`src/rtl/imf_pkg.sv`:
```
package imf_pkg;

  localparam int DATA_W    = 32;
  localparam int MODE_W    = 3;

  // Control word field positions (software depends on these)
  localparam int ARM_BIT   = 0;
  localparam int FLOOR_LSB = 1;
  localparam int SEL_BIT   = 7;
  // Status word field position
  localparam int FLAG_BIT  = 0;

  typedef logic [MODE_W-1:0] mode_t;

  // Strobes from bus decode to the datapath
  typedef struct packed {
    logic wrCtrl;
    logic wrStat;
    logic rdCtrl;
    logic rdStat;
  } busStrobes_t;

  function automatic mode_t maxMode(input mode_t a, input mode_t b);
    return (a > b) ? a : b;
  endfunction

endpackage

```
`src/rtl/imf_bus_ctrl.sv`:
```
module imf_bus_ctrl
  import imf_pkg::*;
#(
  parameter int ADDR_W   = 4,
  parameter int CTRL_OFS = 0,
  parameter int STAT_OFS = 4
) (
  input  logic              busSel,
  input  logic              busWrite,
  input  logic [ADDR_W-1:0] busAddr,
  output busStrobes_t       strb
);

  localparam logic [ADDR_W-1:0] CtrlAddr = ADDR_W'(CTRL_OFS);
  localparam logic [ADDR_W-1:0] StatAddr = ADDR_W'(STAT_OFS);

  logic hitCtrl;
  logic hitStat;
  logic doWrite;
  logic doRead;

  always_comb begin
    hitCtrl = (busAddr == CtrlAddr);
    hitStat = (busAddr == StatAddr);
    doWrite = busSel && busWrite;
    doRead  = busSel && !busWrite;
  end

  always_comb begin
    strb        = '0;
    strb.wrCtrl = doWrite && hitCtrl;
    strb.wrStat = doWrite && hitStat;
    strb.rdCtrl = doRead  && hitCtrl;
    strb.rdStat = doRead  && hitStat;
  end

endmodule

```
`src/rtl/imf_datapath.sv`:
```
module imf_datapath
  import imf_pkg::*;
(
  input  logic              clk,
  input  logic              rstN,
  input  busStrobes_t       strb,
  input  logic [DATA_W-1:0] busWdata,
  input  logic              fiqReq,
  input  logic              irqReq,
  input  mode_t             swMode,
  output logic [DATA_W-1:0] busRdata,
  output mode_t             effMode,
  output logic              intModeActive,
  output logic              cfgEnable,
  output logic              cfgAnyIrq,
  output mode_t             cfgFloor
);

  // Configuration registers
  logic  armQ;
  logic  anyIrqQ;
  mode_t floorQ;
  logic  flagQ;

  always_ff @(posedge clk or negedge rstN) begin
    if (!rstN) begin
      armQ    <= 1'b0;
      anyIrqQ <= 1'b0;
      floorQ  <= '0;
    end else if (strb.wrCtrl) begin
      armQ    <= busWdata[ARM_BIT];
      anyIrqQ <= busWdata[SEL_BIT];
      floorQ  <= busWdata[FLOOR_LSB +: MODE_W];
    end
  end

  // Interrupt qualification, using the settings held before any write this cycle
  logic qualIrq;
  logic setFlag;

  always_comb begin
    qualIrq = fiqReq || (anyIrqQ && irqReq);
    setFlag = armQ && qualIrq;
  end

  // Sticky flag: a hardware set wins over a software clear
  always_ff @(posedge clk or negedge rstN) begin
    if (!rstN) begin
      flagQ <= 1'b0;
    end else if (setFlag) begin
      flagQ <= 1'b1;
    end else if (strb.wrStat) begin
      flagQ <= busWdata[FLAG_BIT];
    end
  end

  // Read data assembly; reserved bits tie to zero
  logic [DATA_W-1:0] ctrlWord;
  logic [DATA_W-1:0] statWord;

  always_comb begin
    ctrlWord                        = '0;
    ctrlWord[ARM_BIT]               = armQ;
    ctrlWord[FLOOR_LSB +: MODE_W]   = floorQ;
    ctrlWord[SEL_BIT]               = anyIrqQ;
    statWord                        = '0;
    statWord[FLAG_BIT]              = flagQ;
  end

  always_comb begin
    unique case (1'b1)
      strb.rdCtrl: busRdata = ctrlWord;
      strb.rdStat: busRdata = statWord;
      default:     busRdata = '0;
    endcase
  end

  // Mode override
  always_comb begin
    effMode = flagQ ? maxMode(swMode, floorQ) : swMode;
  end

  assign intModeActive = flagQ;
  assign cfgEnable     = armQ;
  assign cfgAnyIrq     = anyIrqQ;
  assign cfgFloor      = floorQ;

endmodule

```
`src/rtl/int_mode_floor.sv`:
```
module int_mode_floor
  import imf_pkg::*;
#(
  parameter int ADDR_W   = 4,
  parameter int CTRL_OFS = 0,
  parameter int STAT_OFS = 4
) (
  input  logic              clk,
  input  logic              rstN,
  input  logic              busSel,
  input  logic              busWrite,
  input  logic [ADDR_W-1:0] busAddr,
  input  logic [31:0]       busWdata,
  output logic [31:0]       busRdata,
  input  logic              fiqReq,
  input  logic              irqReq,
  input  logic [2:0]        swMode,
  output logic [2:0]        effMode,
  output logic              intModeActive
);

  busStrobes_t strb;
  logic        cfgEnable;
  logic        cfgAnyIrq;
  mode_t       cfgFloor;

  imf_bus_ctrl #(
    .ADDR_W  (ADDR_W),
    .CTRL_OFS(CTRL_OFS),
    .STAT_OFS(STAT_OFS)
  ) u_busCtrl (
    .busSel  (busSel),
    .busWrite(busWrite),
    .busAddr (busAddr),
    .strb    (strb)
  );

  imf_datapath u_datapath (
    .clk          (clk),
    .rstN         (rstN),
    .strb         (strb),
    .busWdata     (busWdata),
    .fiqReq       (fiqReq),
    .irqReq       (irqReq),
    .swMode       (swMode),
    .busRdata     (busRdata),
    .effMode      (effMode),
    .intModeActive(intModeActive),
    .cfgEnable    (cfgEnable),
    .cfgAnyIrq    (cfgAnyIrq),
    .cfgFloor     (cfgFloor)
  );

endmodule

```
`config.mk`:
```
export PLATFORM = sky130hd
export DESIGN_NAME = int_mode_floor
export DESIGN_NICKNAME = d
export VERILOG_FILES = /design/src/rtl/imf_pkg.sv /design/src/rtl/imf_bus_ctrl.sv /design/src/rtl/imf_datapath.sv /design/src/rtl/int_mode_floor.sv
export SDC_FILE = /design/constraint.sdc
export NUM_CORES = 1
export LEC_CHECK = 0
export ABC_CLOCK_PERIOD_IN_PS = 1500
export BUFFER_PORTS_ARGS = -buffer_cell sky130_fd_sc_hd__buf_2
export CAP_MARGIN = 20
export CORE_MARGIN = 1.5
export CORE_UTILIZATION = 33
export DETAILED_ROUTE_END_ITERATION = 16
export HOLD_SLACK_MARGIN = 0.12
export PLACE_DENSITY = 0.81
export SETUP_SLACK_MARGIN = 0.3
export SLEW_MARGIN = 20
export SYNTH_ARGS = -nofsm -noshare
export SYNTH_HDL_FRONTEND = slang
export SYNTH_SLANG_ARGS = --single-unit
```
`constraint.sdc`:
```
create_clock -name clk -period 1.5 [get_ports clk]
set_input_delay 0.075 -clock clk [delete_from_list [all_inputs] [get_ports clk]]
set_output_delay 0.075 -clock clk [all_outputs]
set_load 0.005 [all_outputs]
```
* Yosys cells after proc, flatten, opt, wreduce, memory -nomap -nowiden *
Index checks and enable logic that the tools add are counted.

word-level totals
  flip-flop bits (word level) = 6
  input port bits = 45
  output and inout port bits = 36

operators by class
  order comparisons = 1
  equality and inequality tests = 1
  mux-type cells = 5
  reduce and logical (&&, ||, !) cells = 12

operator list
  operator                                       number
  one-hot mux 8 bit (2 select lines)             1
  logical AND 1 bit                              8
  2-to-1 mux 3 bit                               2
  == test 4 x 3 -> 1 bit, second input constant  1
  logical NOT 4 bit                              1
  greater-than comparator 3 bit                  1
  2-to-1 mux 1 bit                               2
  nonzero test 2 bit                             1
  logical NOT 1 bit                              1
  logical OR 1 bit                               1

* Logic depth before layout (Yosys ltp) *
Gate-level depths: netlist of run 1.

  depth in word-level cells = 4
  mapped depth = 5

* Modules after synthesis *
From an unflattened synthesis of run 1, not the netlist that was laid out.

unflattened totals
  cells, all modules = 83
  area, all modules = 658.1 um2

modules (own cells, without submodules)
  module        instances  cells each  area each (um2)  sequential area each (um2)
  imf_datapath  1          75          611.8            150.1
  imf_bus_ctrl  1          8           46.3             0.0

* Worst setup path after synthesis of run 1 *
OpenSTA, ideal clock, no wires.

  kind = register to output
  start = register u_datapath.floorQ[2] (netlist: u_datapath.cfgFloor[2])
  end = output effMode[0]
  arrival time = 1.294 ns
  required time = 1.425 ns
  setup slack = 0.131 ns
  cell stages (with the launch flop) = 6
  path buffers = 0
  path through = dfrtp_1 > inv_1 > ha_1 > or3b_2 > o21ai_0 > o22ai_1

between the ends
  word-level cells in the longest chain between the ends = 3

RTL lines
  element                        line                  text
  start: declaration             imf_datapath.sv:22    mode_t floorQ;
  start signal: assignment       imf_datapath.sv:33    floorQ <= busWdata[FLOOR_LSB +: MODE_W];
  greater-than comparator 3 bit  imf_pkg.sv:24         return (a > b) ? a : b;
  2-to-1 mux 3 bit               imf_pkg.sv:24
  2-to-1 mux 3 bit               imf_datapath.sv:80    effMode = flagQ ? maxMode(swMode, floorQ) : swMode;
  end: declaration               int_mode_floor.sv:18  output logic [2:0] effMode,

Every way passes these cells.

* Worst setup path in the final report of run 1 *
  start = register u_datapath.floorQ[1] (netlist: u_datapath.cfgFloor[1])
  end = output effMode[1]

between the ends
  word-level cells in the longest chain between the ends = 3

RTL lines
  element                        line
  greater-than comparator 3 bit  imf_pkg.sv:24
  2-to-1 mux 3 bit (*)           imf_pkg.sv:24
  2-to-1 mux 3 bit (*)           imf_datapath.sv:80

Every way passes the cells marked *; elsewhere a longest branch is shown, timed or not.

==> out/summary.txt, run 1 <==
Status = finished with violations
Failing checks = setup timing
Max-cap violations = 0
# setup viols final = 3
Commonest non-fill, non-tap cell in the layout = conb_1
Vias in the first global route = 613
1st-iter DRT viols = 7
Clk_lat worst skew = 250 ps
Synth Area per Inst = 8.74 um^2
Worst Hold Slack = 138 ps
Hold path depth = 4
Setup CP Type = reg2out
Mapped Cells = 79
Max stage delay cell, worst path = or3b_4
Yosys reg bits = 6
IO Count = 81
Worst reg2reg path depth = 3
GP Congestion = 0.753
Crit path max fanout = 3
Die width = 48.8 um
Total GRT Usage = 13.7%
Initial core utilization = 35.2%
Root buffer cell = clkbuf_4
Post-DP HPWL = 1.20 mm
Share of layout cells above drive strength 1 = 51.2%
WL final = 1.69 mm
Period utilisation layout = 112%
Peak supply drop = 0.000537 V
Setup crit start kind = register
Final slew viol count = 0
PD cells = 800 mW/mm^2
Placement-stage cell area = 816 um^2
Crit-path max cell delay = 420 ps
CTS max path bufs = 2
Initial DRT Pass Iterations = 4
Setup WS post-layout = -187 ps
Htree depth = 1
Worst hold start = irqReq
Seq/Total Area, Yosys = 21.7%
Grt ovf = 0
CTS tree = built
Worst-path clk slew = 40 ps
RSZ-0062 raised after global routing = true
Layout area overhead = 47.6%
Area of the die = 0.00238 mm^2
Std-Cell Rows = 16
Worst Hold Class = in2reg
Hold path endpoint = u_datapath.intModeActive$_DFFE_PN0P_
Synth Warn # = 0
Worst R2R End = u_datapath.cfgFloor[1]$_DFFE_PN0P_
First-pass GRT wire length = 2.46 mm
Cells along the critical path = inv_2 -> ha_4 -> or3b_4 -> o21ai_2 -> o22ai_2 -> buf_2
Final routed wire length divided by cell count = 11.2 um
Largest net degree at the start of global routing = 8
CTS sink cnt = 6
Initial antenna violation count = 0
Reg-to-reg slack, setup = 460 ps
Die height = 48.8 um
Crit path arrival time = 1610 ps
Pre-CTS setup slack = 42.1 ps
Worst Path Required = 1420 ps
N_diodes = 0
Port bufs = 26
Clock skew = 0.0581 ps
Final non-filler cell area = 0.00102 mm^2
Hold Vio Cnt, Final = 0
Placeable core region = 0.00196 mm^2
Synth cell types = 29
Vias = 658
Highest-count cells in the layout ignoring fill and taps = conb_1, buf_2, buf_4
DRC Markers = 0
Reg2reg start = u_datapath.cfgFloor[1]$_DFFE_PN0P_
Crit. End Element = primary output
Total CTS buffers = 3
Fin crit period = 1690 ps
Routed Antenna Nets = 0
F_max = 0.593 GHz
Via density = 4.39
Leak = 0.521 nW
Nets = 173
Post-Syn Area = 691 um^2
metrics by stage:
stage                     total power [W]  utilization (%)  std cells  TNS (ps)
after floorplan                  0.000496                -        105         0
after global placement           0.000548             41.6        132         0
after detailed placement         0.000567             41.6        132         0
after CTS                        0.000799             50.5        148      -483
after global routing             0.000865             52.0        150      -682
final                            0.000816             52.0        150      -548
power breakdown:
group | internal, W | total (W) | switching (W)
clock network | 0.0000908 | 0.000154 | 0.0000637
registers | 0.000193 | 0.000216 | 0.0000229
logic | 0.000238 | 0.000446 | 0.000208
total | 0.000522 | 0.000816 | 0.000295
synthesized netlist by cell type:
master	n	area, um^2
conb_1	1	3.75
o21ai_1	1	5.00
nand4_1	1	6.26
buf_4	27	203
nor4b_4	1	23.8
nor2b_1	1	6.26
a21o_1	1	7.51
or4b_4	1	13.8
nor4_1	2	12.5
mux2i_1	1	10.0
dfrtp_1	6	150
a211oi_1	1	7.51
and3_1	1	6.26
mux2_2	5	56.3
nand2_1	5	18.8
and2_1	2	12.5
nand3_1	1	5.00
nor3_1	1	5.00
or3b_2	1	8.76
nor3_2	1	10.0
o21ai_0	3	15.0
o21a_1	1	7.51
o22ai_1	3	18.8
nand2b_1	1	6.26
nor2_1	2	7.51
inv_1	3	11.3
nand3b_2	1	11.3
ha_1	3	37.5
clkbuf_1	1	3.75
registers in the layout, summed over array words and instances (netlist names):
name                      cells
u_datapath.cfgFloor           3
u_datapath.cfgEnable          1
u_datapath.intModeActive      1
u_datapath.cfgAnyIrq          1
per-layer routing:
| layer | track usage [%] | share of wire (%) | vias up |
|---|---|---|---|
| li1 | - | - | 306 |
| met1 | 10.2 | 33 | 307 |
| met4 | 8.57 | 2.6 | 0 |
| met3 | 0.926 | 5.4 | 5 |
| met2 | 31.1 | 59 | 40 |
| met5 | 0 | 0 | - |
cell type report:
type                       instances  area (um^2)
inverter                           3         11.3
clock buffer                       3         22.5
timing repair buffer              43          295
multi-input combinational         68          507
fill                             184          942
sequential                         6          150
tap                               27         33.8
kinds of logic after synthesis:
logic type                 Yosys count  share of synthesized area [%]
buffers and inverters               31                           31.5
and+or+nand+nor                     22                           22.3
AOI/OAI and AO/OA                   10                           8.88
muxes                                6                           9.60
DFF                                  6                           21.7
adders and majority gates            3                           5.44
other                                1                          0.543
timing repair:
item | CTS | global route
buffers inserted | 6 | 2
hold buffers | 7 | 0
setup endpoints to repair | 6 | 8
hold endpoints to repair | 12 | 0
resized for setup | 11 | 3
pin swaps | 8 | 4
worst max-delay path, delay by kind of cell, from the launching register on:
family                     cells  cell delay (ps)
adders and majority gates      1              150
DFF                            1              380
and+or+nand+nor                1              420
buffers and inverters          2              190
AOI/OAI and AO/OA              2              220
worst max path at each step:
stage                                             startpoint    endpoint  slack, ps
after floorplan           u_datapath.cfgFloor[1]$_DFFE_PN0P_  effMode[0]        250
after global placement    u_datapath.cfgFloor[2]$_DFFE_PN0P_  effMode[2]         90
after detailed placement  u_datapath.cfgFloor[2]$_DFFE_PN0P_  effMode[0]         40
after CTS                 u_datapath.cfgFloor[2]$_DFFE_PN0P_  effMode[1]       -160
after global routing      u_datapath.cfgFloor[1]$_DFFE_PN0P_  effMode[2]       -230
final                     u_datapath.cfgFloor[1]$_DFFE_PN0P_  effMode[1]       -190
Note: power is estimated with default switching activity, not from simulation.
==> run 2, diff against run 1 <==
Settings changed: PLACE_DENSITY 0.81 to 0.8.
==> run 2 against run 1 <==
Net effect:
- global-route usage is 2.0 points higher
- total power down 1.8%
- count of clock-buffer cells in the layout unchanged
- flip-flop and latch count unchanged
- largest cell class unchanged
- combinational power decreased by 2%
- cell count shrank 1.3%
- non-clock buffer count decreased by 2
- the run still ends with setup timing left
- clock skew is essentially flat
==> out/summary.txt, run 2 (synthesis gave the netlist of run 1 again) <==
Worst Hold Class = in2reg (unchanged)
N_diodes = 0 (unchanged)
Via density = 4.38 (was 4.39)
Reg2reg start = u_datapath.cfgFloor[1]$_DFFE_PN0P_ (unchanged)
Placeable core region = 0.00196 mm^2 (unchanged)
Worst Path Required = 1420 ps (about the same)
Peak supply drop = 0.000648 V (was 0.000537 V)
Vias = 648 (was 658)
Largest net degree at the start of global routing = 8 (unchanged)
DRC Markers = 0 (unchanged)
Cells along the critical path = inv_2 -> ha_4 -> or3b_4 -> o21ai_2 -> o22ai_2 -> buf_2 (unchanged)
Htree depth = 1 (unchanged)
Total GRT Usage = 15.7% (was 13.7%)
Layout area overhead = 44.0% (was 47.6%)
CTS sink cnt = 6 (unchanged)
Setup WS post-layout = -192 ps (was -187 ps)
Status = finished with violations (unchanged)
Highest-count cells in the layout ignoring fill and taps = conb_1, buf_2, dlygate4sd3_1, buf_4, dfrtp_1 (was conb_1, buf_2, buf_4)
Hold Vio Cnt, Final = 0 (unchanged)
Clock skew = 0.0261 ps (was 0.0581 ps)
Worst reg2reg path depth = 3 (unchanged)
Port bufs = 26 (unchanged)
Vias in the first global route = 670 (was 613)
Clk_lat worst skew = 250 ps (about the same)
Setup crit start kind = register (unchanged)
IO Count = 81 (unchanged)
Nets = 171 (was 173)
Pre-CTS setup slack = 62.0 ps (was 42.1 ps)
Period utilisation layout = 113% (was 112%)
Crit-path max cell delay = 420 ps (about the same)
Failing checks = setup timing (unchanged)
Initial core utilization = 35.2% (unchanged)
CTS max path bufs = 2 (unchanged)
F_max = 0.591 GHz (was 0.593 GHz)
Initial DRT Pass Iterations = 3 (was 4)
Util after Layout = 50.7% (was 52.0%)
Final slew viol count = 0 (unchanged)
Cell family with most CP delay = simple AND/OR/NAND/NOR gates (unchanged)
Hold path endpoint = u_datapath.intModeActive$_DFFE_PN0P_ (unchanged)
Crit path arrival time = 1620 ps (was 1610 ps)
GP Congestion = 0.755 (was 0.753)
Crit. End Element = primary output (unchanged)
Leak = 0.511 nW (was 0.521 nW)
Worst hold start = busAddr[1] (was irqReq)
PD cells = 806 mW/mm^2 (was 800 mW/mm^2)
Fin crit period = 1690 ps (about the same)
First-pass GRT wire length = 2.76 mm (was 2.46 mm)
Area of the die = 0.00238 mm^2 (unchanged)
RSZ-0062 raised after global routing = true (unchanged)
Worst-path clk slew = 40 ps (about the same)
Grt ovf = 0 (unchanged)
Crit path max fanout = 3 (unchanged)
Root buffer cell = clkbuf_4 (unchanged)
Commonest non-fill, non-tap cell in the layout = conb_1 (unchanged)
Initial antenna violation count = 0 (unchanged)
Reg-to-reg slack, setup = 480 ps (was 460 ps)
Max-cap violations = 0 (unchanged)
Max stage delay cell, worst path = or3b_4 (unchanged)
1st-iter DRT viols = 7 (unchanged)
Share of layout cells above drive strength 1 = 48.8% (was 51.2%)
Worst Hold Slack = 158 ps (was 138 ps)
Max reg flops = 3 (unchanged)
Inst Count DP = 132 (unchanged)
Hold path depth = 4 (unchanged)
Crit. Startpoint = u_datapath.cfgFloor[2]$_DFFE_PN0P_ (was u_datapath.cfgFloor[1]$_DFFE_PN0P_)
Setup CP Type = reg2out (unchanged)
Die width = 48.8 um (unchanged)
WL final = 1.69 mm (about the same)
CP bufs+invs = 2 (unchanged)
Final routed wire length divided by cell count = 11.4 um (was 11.2 um)
Worst R2R End = u_datapath.cfgFloor[1]$_DFFE_PN0P_ (unchanged)
Post-DP HPWL = 1.12 mm (was 1.20 mm)
Std-Cell Rows = 16 (unchanged)
Final std cells w/o fill = 148 (was 150)
CTS tree = built (unchanged)
Total CTS buffers = 3 (unchanged)
Die height = 48.8 um (unchanged)
Routed Antenna Nets = 0 (unchanged)
# setup viols final = 3 (unchanged)
[run 2: changes by cell type in the layout (fill, tap and decap cells not counted)]
cell / before / now
buf_4: 9 / 7
nor4_1: 0 / 1
nor4_2: 2 / 1
o21ai_1: 1 / 2
o21ai_2: 3 / 2
[run 2: worst min-delay path, stage by stage]
cell,delay [ps]
buf_6,90
nor4b_4,50
nand4_1,80
nand3_1,70
[run 2: worst max path at each step]
stage                            end  depth (start not counted)
after floorplan           effMode[0]                          5
after global placement    effMode[2]                          6
after detailed placement  effMode[2]                          6
after CTS                 effMode[0]                          6
after global routing      effMode[2]                          6
final                     effMode[1]                          6
[run 2: stage by stage]
stage / total power (W) / area, um^2 / TNS [ps]
5_1_grt: 0.000857 / 995 / -746
4_1_cts: 0.000777 / 980 / -443
3_5_place_dp: 0.000564 / 816 / 0
6_report: 0.000802 / 995 / -555
2_1_floorplan: 0.000496 / 843 / 0
3_3_place_gp: 0.000547 / 816 / 0
[run 2: layout make-up]
cell class              count  area (um^2)
multi-input cells          68          497
clock buffers               3         22.5
well taps                  27         33.8
fillers                   184          967
flip-flops and latches      6          150
inverters                   3         11.3
repair buffers             41          280
[run 2: metal layers]
layer	up-vias	GRT usage (%)	wire length [um]
li1	303	-	-
met5	-	0	0
met4	0	13.3	65
met1	305	11.6	514
met2	34	34.0	1030
met3	6	1.23	76
[run 2: repair_timing]
item	CTS	global route
setup endpoints to repair	6	8
hold buffers	7	0
pin swaps	5	1
gates resized for setup	9	2
hold endpoints to repair	12	0
buffers inserted	5	1
[run 2: report_power, final]
group / switching (W) / internal, W
Sequential: 0.0000199 / 0.000193
Clock: 0.0000624 / 0.0000907
Combinational: 0.000207 / 0.000228
Total: 0.000289 / 0.000512
